File: src/rtl/pwr_rst_seq_pkg.sv
package pwr_rst_seq_pkg;

   typedef enum logic [2:0] {
      SEQ_OFF       = 3'd0,
      SEQ_REG_START = 3'd1,
      SEQ_CORE_WAIT = 3'd2,
      SEQ_RELEASE   = 3'd3,
      SEQ_RUN       = 3'd4
   } seq_state_t;

   function automatic int unsigned cnt_bits(input int unsigned max_val);
      int unsigned b;
      b = 1;
      while ((1 << b) <= max_val) b++;
      return b;
   endfunction

endpackage

File: src/rtl/prs_sync.sv
module prs_sync #(
   parameter int unsigned WIDTH   = 2,
   parameter int unsigned STAGES  = 2,
   parameter logic        RST_VAL = 1'b1
) (
   input  logic             clk,
   input  logic             arst,
   input  logic [WIDTH-1:0] din,
   output logic [WIDTH-1:0] dout
);

   if (STAGES == 0) begin : g_bypass
      assign dout = din;
   end else begin : g_chain
      logic [WIDTH-1:0] stg [STAGES];
      for (genvar i = 0; i < STAGES; i++) begin : g_stage
         always_ff @(posedge clk or posedge arst) begin
            if (arst) begin
               stg[i] <= {WIDTH{RST_VAL}};
            end else begin
               if (i == 0) stg[i] <= din;
               else        stg[i] <= stg[(i == 0) ? 0 : i-1];
            end
         end
      end
      assign dout = stg[STAGES-1];
   end

endmodule

File: src/rtl/prs_oneshot.sv
module prs_oneshot (
   input  logic clk,
   input  logic arst,
   input  logic req,
   output logic hit
);

   logic req_q;
   logic req_qq;

   always_ff @(posedge clk or posedge arst) begin
      if (arst) begin
         req_q  <= 1'b0;
         req_qq <= 1'b0;
      end else begin
         req_q  <= req;
         req_qq <= req_q;
      end
   end

   assign hit = req_q & ~req_qq;

endmodule

File: src/rtl/prs_clr_stretch.sv
module prs_clr_stretch #(
   parameter int unsigned CLR_CYCLES = 4
) (
   input  logic clk,
   input  logic arst,
   input  logic trig,
   output logic active
);

   localparam int unsigned CW = pwr_rst_seq_pkg::cnt_bits(CLR_CYCLES);

   logic [CW-1:0] left;

   always_ff @(posedge clk or posedge arst) begin
      if (arst) begin
         left <= '0;
      end else if (trig) begin
         left <= CW'(CLR_CYCLES);
      end else if (left != '0) begin
         left <= left - 1'b1;
      end
   end

   assign active = (left != '0);

endmodule

File: src/rtl/prs_fsm.sv
module prs_fsm
   import pwr_rst_seq_pkg::*;
#(
   parameter int unsigned REG_SETTLE = 4,
   parameter int unsigned MIN_RST    = 8
) (
   input  logic clk,
   input  logic arst,
   input  logic sw_hit,
   input  logic fault,
   output logic reg_on,
   output logic run_now,
   output logic run_next
);

   localparam int unsigned CMAX = (REG_SETTLE > MIN_RST) ? REG_SETTLE : MIN_RST;
   localparam int unsigned CW   = cnt_bits(CMAX);

   seq_state_t    st, st_nxt;
   logic [CW-1:0] cnt, cnt_nxt;

   always_comb begin
      st_nxt  = st;
      cnt_nxt = cnt;
      if (sw_hit) begin
         st_nxt  = SEQ_OFF;
         cnt_nxt = '0;
      end else begin
         unique case (st)
            SEQ_OFF: begin
               st_nxt  = SEQ_REG_START;
               cnt_nxt = '0;
            end
            SEQ_REG_START: begin
               if (cnt == CW'(REG_SETTLE - 1)) begin
                  st_nxt  = SEQ_CORE_WAIT;
                  cnt_nxt = '0;
               end else begin
                  cnt_nxt = cnt + 1'b1;
               end
            end
            SEQ_CORE_WAIT: begin
               if (!fault) begin
                  st_nxt  = SEQ_RELEASE;
                  cnt_nxt = '0;
               end
            end
            SEQ_RELEASE: begin
               if (fault) begin
                  st_nxt  = SEQ_CORE_WAIT;
                  cnt_nxt = '0;
               end else if (cnt == CW'(MIN_RST - 1)) begin
                  st_nxt  = SEQ_RUN;
                  cnt_nxt = '0;
               end else begin
                  cnt_nxt = cnt + 1'b1;
               end
            end
            SEQ_RUN: begin
               if (fault) st_nxt = SEQ_CORE_WAIT;
            end
            default: begin
               st_nxt  = SEQ_OFF;
               cnt_nxt = '0;
            end
         endcase
      end
   end

   always_ff @(posedge clk or posedge arst) begin
      if (arst) begin
         st  <= SEQ_OFF;
         cnt <= '0;
      end else begin
         st  <= st_nxt;
         cnt <= cnt_nxt;
      end
   end

   assign reg_on   = (st != SEQ_OFF);
   assign run_now  = (st == SEQ_RUN);
   assign run_next = (st_nxt == SEQ_RUN);

endmodule

File: src/rtl/pwr_rst_seq.sv
module pwr_rst_seq #(
   parameter int unsigned SYNC_STAGES = 2,
   parameter int unsigned REG_SETTLE  = 4,
   parameter int unsigned MIN_RST     = 8,
   parameter int unsigned CLR_CYCLES  = 4
) (
   input  logic clk,
   input  logic main_bod,
   input  logic core_low,
   input  logic ext_rst,
   input  logic sw_bor_req,
   input  logic wdt_tmo,
   input  logic illegal_op,
   output logic reg_en,
   output logic por_rst,
   output logic cpu_clr,
   output logic rst_pin_n,
   output logic port_en
);

   if (REG_SETTLE < 1) begin : g_bad_settle
      $error("REG_SETTLE must be at least 1");
   end
   if (MIN_RST < 1) begin : g_bad_min
      $error("MIN_RST must be at least 1");
   end
   if (CLR_CYCLES < 1) begin : g_bad_clr
      $error("CLR_CYCLES must be at least 1");
   end

   logic [1:0] flt_raw;
   logic [1:0] flt_sync;
   logic       flt_s;
   logic       sw_hit;
   logic       reg_on;
   logic       run_now;
   logic       run_next;
   logic       light_clr;
   logic       port_q;

   assign flt_raw = {ext_rst, core_low};

   prs_sync #(
      .WIDTH   (2),
      .STAGES  (SYNC_STAGES),
      .RST_VAL (1'b1)
   ) u_sync (
      .clk  (clk),
      .arst (main_bod),
      .din  (flt_raw),
      .dout (flt_sync)
   );

   assign flt_s = |flt_sync;

   prs_oneshot u_swbor (
      .clk  (clk),
      .arst (main_bod),
      .req  (sw_bor_req),
      .hit  (sw_hit)
   );

   prs_fsm #(
      .REG_SETTLE (REG_SETTLE),
      .MIN_RST    (MIN_RST)
   ) u_fsm (
      .clk      (clk),
      .arst     (main_bod),
      .sw_hit   (sw_hit),
      .fault    (flt_s),
      .reg_on   (reg_on),
      .run_now  (run_now),
      .run_next (run_next)
   );

   prs_clr_stretch #(
      .CLR_CYCLES (CLR_CYCLES)
   ) u_clr (
      .clk    (clk),
      .arst   (main_bod),
      .trig   (wdt_tmo | illegal_op),
      .active (light_clr)
   );

   always_ff @(posedge clk or posedge main_bod) begin
      if (main_bod) port_q <= 1'b0;
      else          port_q <= run_now & run_next;
   end

   assign reg_en    = reg_on;
   assign por_rst   = ~run_now;
   assign rst_pin_n = run_now;
   assign cpu_clr   = ~run_now | light_clr;
   assign port_en   = port_q;

endmodule

File: config.mk
export PLATFORM = sky130hd
export DESIGN_NAME = pwr_rst_seq
export DESIGN_NICKNAME = d
export VERILOG_FILES = /design/src/rtl/pwr_rst_seq_pkg.sv /design/src/rtl/prs_sync.sv /design/src/rtl/prs_oneshot.sv /design/src/rtl/prs_clr_stretch.sv /design/src/rtl/prs_fsm.sv /design/src/rtl/pwr_rst_seq.sv
export SDC_FILE = /design/constraint.sdc
export NUM_CORES = 1
export LEC_CHECK = 0
export ABC_CLOCK_PERIOD_IN_PS = 2590
export BUFFER_PORTS_ARGS = -buffer_cell sky130_fd_sc_hd__clkbuf_2
export CAP_MARGIN = 10
export CORE_UTILIZATION = 58
export DETAILED_ROUTE_END_ITERATION = 12
export PLACE_DENSITY_LB_ADDON = 0.05
export SLEW_MARGIN = 15
export SYNTH_ARGS = -nofsm -noshare
export SYNTH_HDL_FRONTEND = slang
export SYNTH_SLANG_ARGS = --single-unit
File: constraint.sdc
create_clock -name clk -period 2.59 [get_ports clk]
set_input_delay 0.6475 -clock clk [delete_from_list [all_inputs] [get_ports clk]]
set_output_delay 0.6475 -clock clk [all_outputs]
set_load 0.1 [all_outputs]
==> run_results.csv <==
group,metric,value,unit
yosys,synth_top_family_by_area,"simple AND/OR/NAND/NOR gates",
floorplanning,initial_core_util,63.0,%
place,place_area,893,um^2
layout,design_area,921,um^2
yosys,synthDistinctLibCells,28,
yosys,synth.net_count,91,
routing,drtPass1Iterations,4,
clock_network,clock-sinks,17,
yosys,synthArstFlopShare,100,%
yosys,synth_area_per_cell,10.2,um^2
global_route,grt_max_degree,18,
yosys,yosys.area_share.simple,21.7,%
yosys,ys_seq_area_share,51.9,%
power_and_ir_drop,leakage,0.423,nW
flow_run,drv_cap,0,
setup_path,reg2reg_depth,4,
hold_path,hold_path.class,"flip-flop to flip-flop",
floorplanning,io_pins,12,
setup_path,critical-path-max-stage-delay,0.52,ns
clock_network,clk_pin_slew,0.10,ns
floorplanning,rows,13,
place,port_buffers,11,
sta,setup_violations,0,
sta,relSlewSlack,58.2,%
run_status,status,"complete, no violations",
setup_path,r2r_slack,1.11,ns
routing,ant_nets,0,
yosys,synth_mux_area_share,2.41,%
power_and_ir_drop,p_seq_share,47.9,%
sta,grt_setup_unrepaired,"no",
layout,drive_gt1_share,25.5,%
clock_network,clock_tree.buffer_depth,2,
layout,n_fill_cell,103,
place,dp_slack,0.507,ns
layout,diodes,0,
floorplanning,dieArea,1590,um^2
global_route,grt_overflow,0,
routing,routed_wirelength,1360,um
floorplanning,core,1320,um^2
clock_network,numCtsBuffers,3,
power_and_ir_drop,clockPowerShare,19.4,%
sta,fin_ws,0.183,ns
clock_network,cts_setup_buffers,0,
yosys,netlist_area,830,um^2
place,dp_cells,105,
setup_path,path_max_fanout,10,
layout,nets,105,
setup_path,r2r_start,"u_sync.dout[1]",
sta,skew,0.00239,ns
setup_path,crit_slowest_cell,"dfrtp_1",
setup_path,crit_chain,"nor2_1 -> nand2_2 -> or2_2 -> clkbuf_2",
yosys,synth_edf_count,0,
power_and_ir_drop,p_sw_share,39.6,%
setup_path,start_kind,"flip-flop",
yosys,ys_dominant_reg_cell,"dfrtp_1",
power_and_ir_drop,power.switching,296,uW
sta,period_needed,2.41,ns
power_and_ir_drop,design_power_total,747,uW
sta,tns,0,ns
layout,layout_commonest_cell,"dfrtp_1",
yosys,synth_seq_cells,17,
setup_path,worstSetupPathType,"flip-flop to output port",
routing,drt_iter0_markers,13,
sta,tightest_slew,0.626,ns
place,dp.final_hpwl,1010,um
clock_network,cts-resized-gates,0,
sta,holdWs,0.362,ns
setup_path,crit_family,"simple AND/OR/NAND/NOR gates",
clock_network,htree_num_levels,1,
yosys,yosysTopAreaCell,"dfrtp_1",
yosys,synth_area_leaders,"dfrtp_1 39%, dfstp_2 13%, nand3_1 4.8%",
power_and_ir_drop,p_comb_share,32.6,%
place,gp_congestion,0.744,
clock_network,root_buffer,"clkbuf_4",
hold_path,worstHoldStart,"u_sync.g_chain.stg[2]",
yosys,synthCells,81,
power_and_ir_drop,internal_power,451,uW
sta,drv_slew,0,
hold_path,hold_depth,0,
yosys,synth_fa_ha_area_share,4.52,%
setup_path,end_kind,"output port",
sta,hold_violations,0,
power_and_ir_drop,peakVddDrop,509,uV
routing,wl_per_cell,12.5,um
setup_path,crit_required,1.94,ns
routing,viasPerCell,5.46,
global_route,antenna_found_initial,0,
yosys,synth_xor_area_share,2.11,%
clock_network,clock_latency,0.29,ns
layout,syn2layout_area_growth,11.0,%
hold_path,worstHoldEndpoint,"u_sync.dout[0]",
yosys,synth_top_cell_area_share,39.2,%
global_route,grtUsageTotal,21.2,%
sta,fin_crit_sh,92.9,%
global_route,grt_pass1_vias,458,
power_and_ir_drop,p_per_area,811,nW/um^2
routing,vias,595,
yosys,yosysWarningCount,0,
global_route,grt_pass1_wl,2040,um
setup_path,crit_buf_inv,1,
setup_path,regToRegEndpoint,"u_fsm.cnt[2]",
yosys,synth-compound-area-share,12.7,%
clock_network,hold_buffers,0,
layout,layout_common_cells,"13 x dfrtp_1, 11 x clkbuf_2, 8 x nand3_1, 7 x nor2_1",
floorplanning,fp.dieH,39.8,um
floorplanning,die_x,39.8,um
sta,max_freq,0.415,GHz
clock_network,tritoncts,"yes",
setup_path,cp.arrival,1.76,ns
layout,fin_util,69.9,%
layout,finalNonFillerCells,109,
routing,drc,0,
area by class of cell:
cell class                 count  area (um^2)  share of cell area (%)
sequential                    17          430                    46.7
multi-input combinational     56          363                    39.4
timing repair buffer          11         55.1                    5.98
inverter                       6         26.3                    2.85
clock buffer                   3         22.5                    2.45
tap                           15         18.8                    2.04
clock inverter                 1         5.00                   0.543
flip-flops by register name, summed over array words and instances, names as in the netlist:
name,count
u_sync.g_chain.stg,2
u_fsm.cnt,4
u_clr.left,3
u_fsm.st,3
u_sync.dout,2
u_swbor.req_q,1
u_swbor.req_qq,1
port_en,1
power by group through the flow:
stage / Clock, mW / Sequential (mW) / Combinational (mW)
6_report: 0.145 / 0.358 / 0.244
5_1_grt: 0.156 / 0.366 / 0.266
4_1_cts: 0.147 / 0.358 / 0.242
3_5_place_dp: 0 / 0.364 / 0.240
3_3_place_gp: 0 / 0.362 / 0.235
2_1_floorplan: 0 / 0.333 / 0.232
worst max-delay path by stage:
stage,cells after the start,endpoint,from
final,4,cpu_clr,u_fsm.st[1]
after global routing,5,cpu_clr,u_clr.left[0]
after CTS,4,cpu_clr,u_fsm.st[1]
after detailed placement,4,cpu_clr,u_fsm.st[1]
after global placement,4,cpu_clr,u_fsm.st[1]
after floorplan,4,cpu_clr,u_fsm.st[1]
Yosys cell counts (all sizes together) (3+ instances only):
library cell,n
nor2,7
nor2b,4
nand2,6
nand2b,3
dfstp,4
o21ai,3
nor3,3
nand3,8
ha,3
inv,6
dfrtp,13
layer usage:
metal / routed length (um) / share of wire [%] / track usage (%)
met5: 0 / 0 / 0
met4: 48 / 3.5 / 15.5
met3: 55 / 4.0 / 5.11
met2: 605 / 44 / 28.7
met1: 654 / 48 / 28.8
worst register-to-register path: stages (launching register included):
cell      delay (ns)
dfstp_2         0.37
or2_1           0.34
a211oi_4        0.41
a22oi_1         0.17
o21ai_2         0.13
cells by family (layout without fill, tap and decap cells):
logic type / count (synthesis) / in the layout
xor+xnor: 2 / 2
buf+inv: 8 / 21
compound gates: 13 / 13
fa+ha+maj: 3 / 3
mux: 2 / 2
flops: 17 / 17
simple gates: 36 / 36
Power figures use the tool's default switching activity.
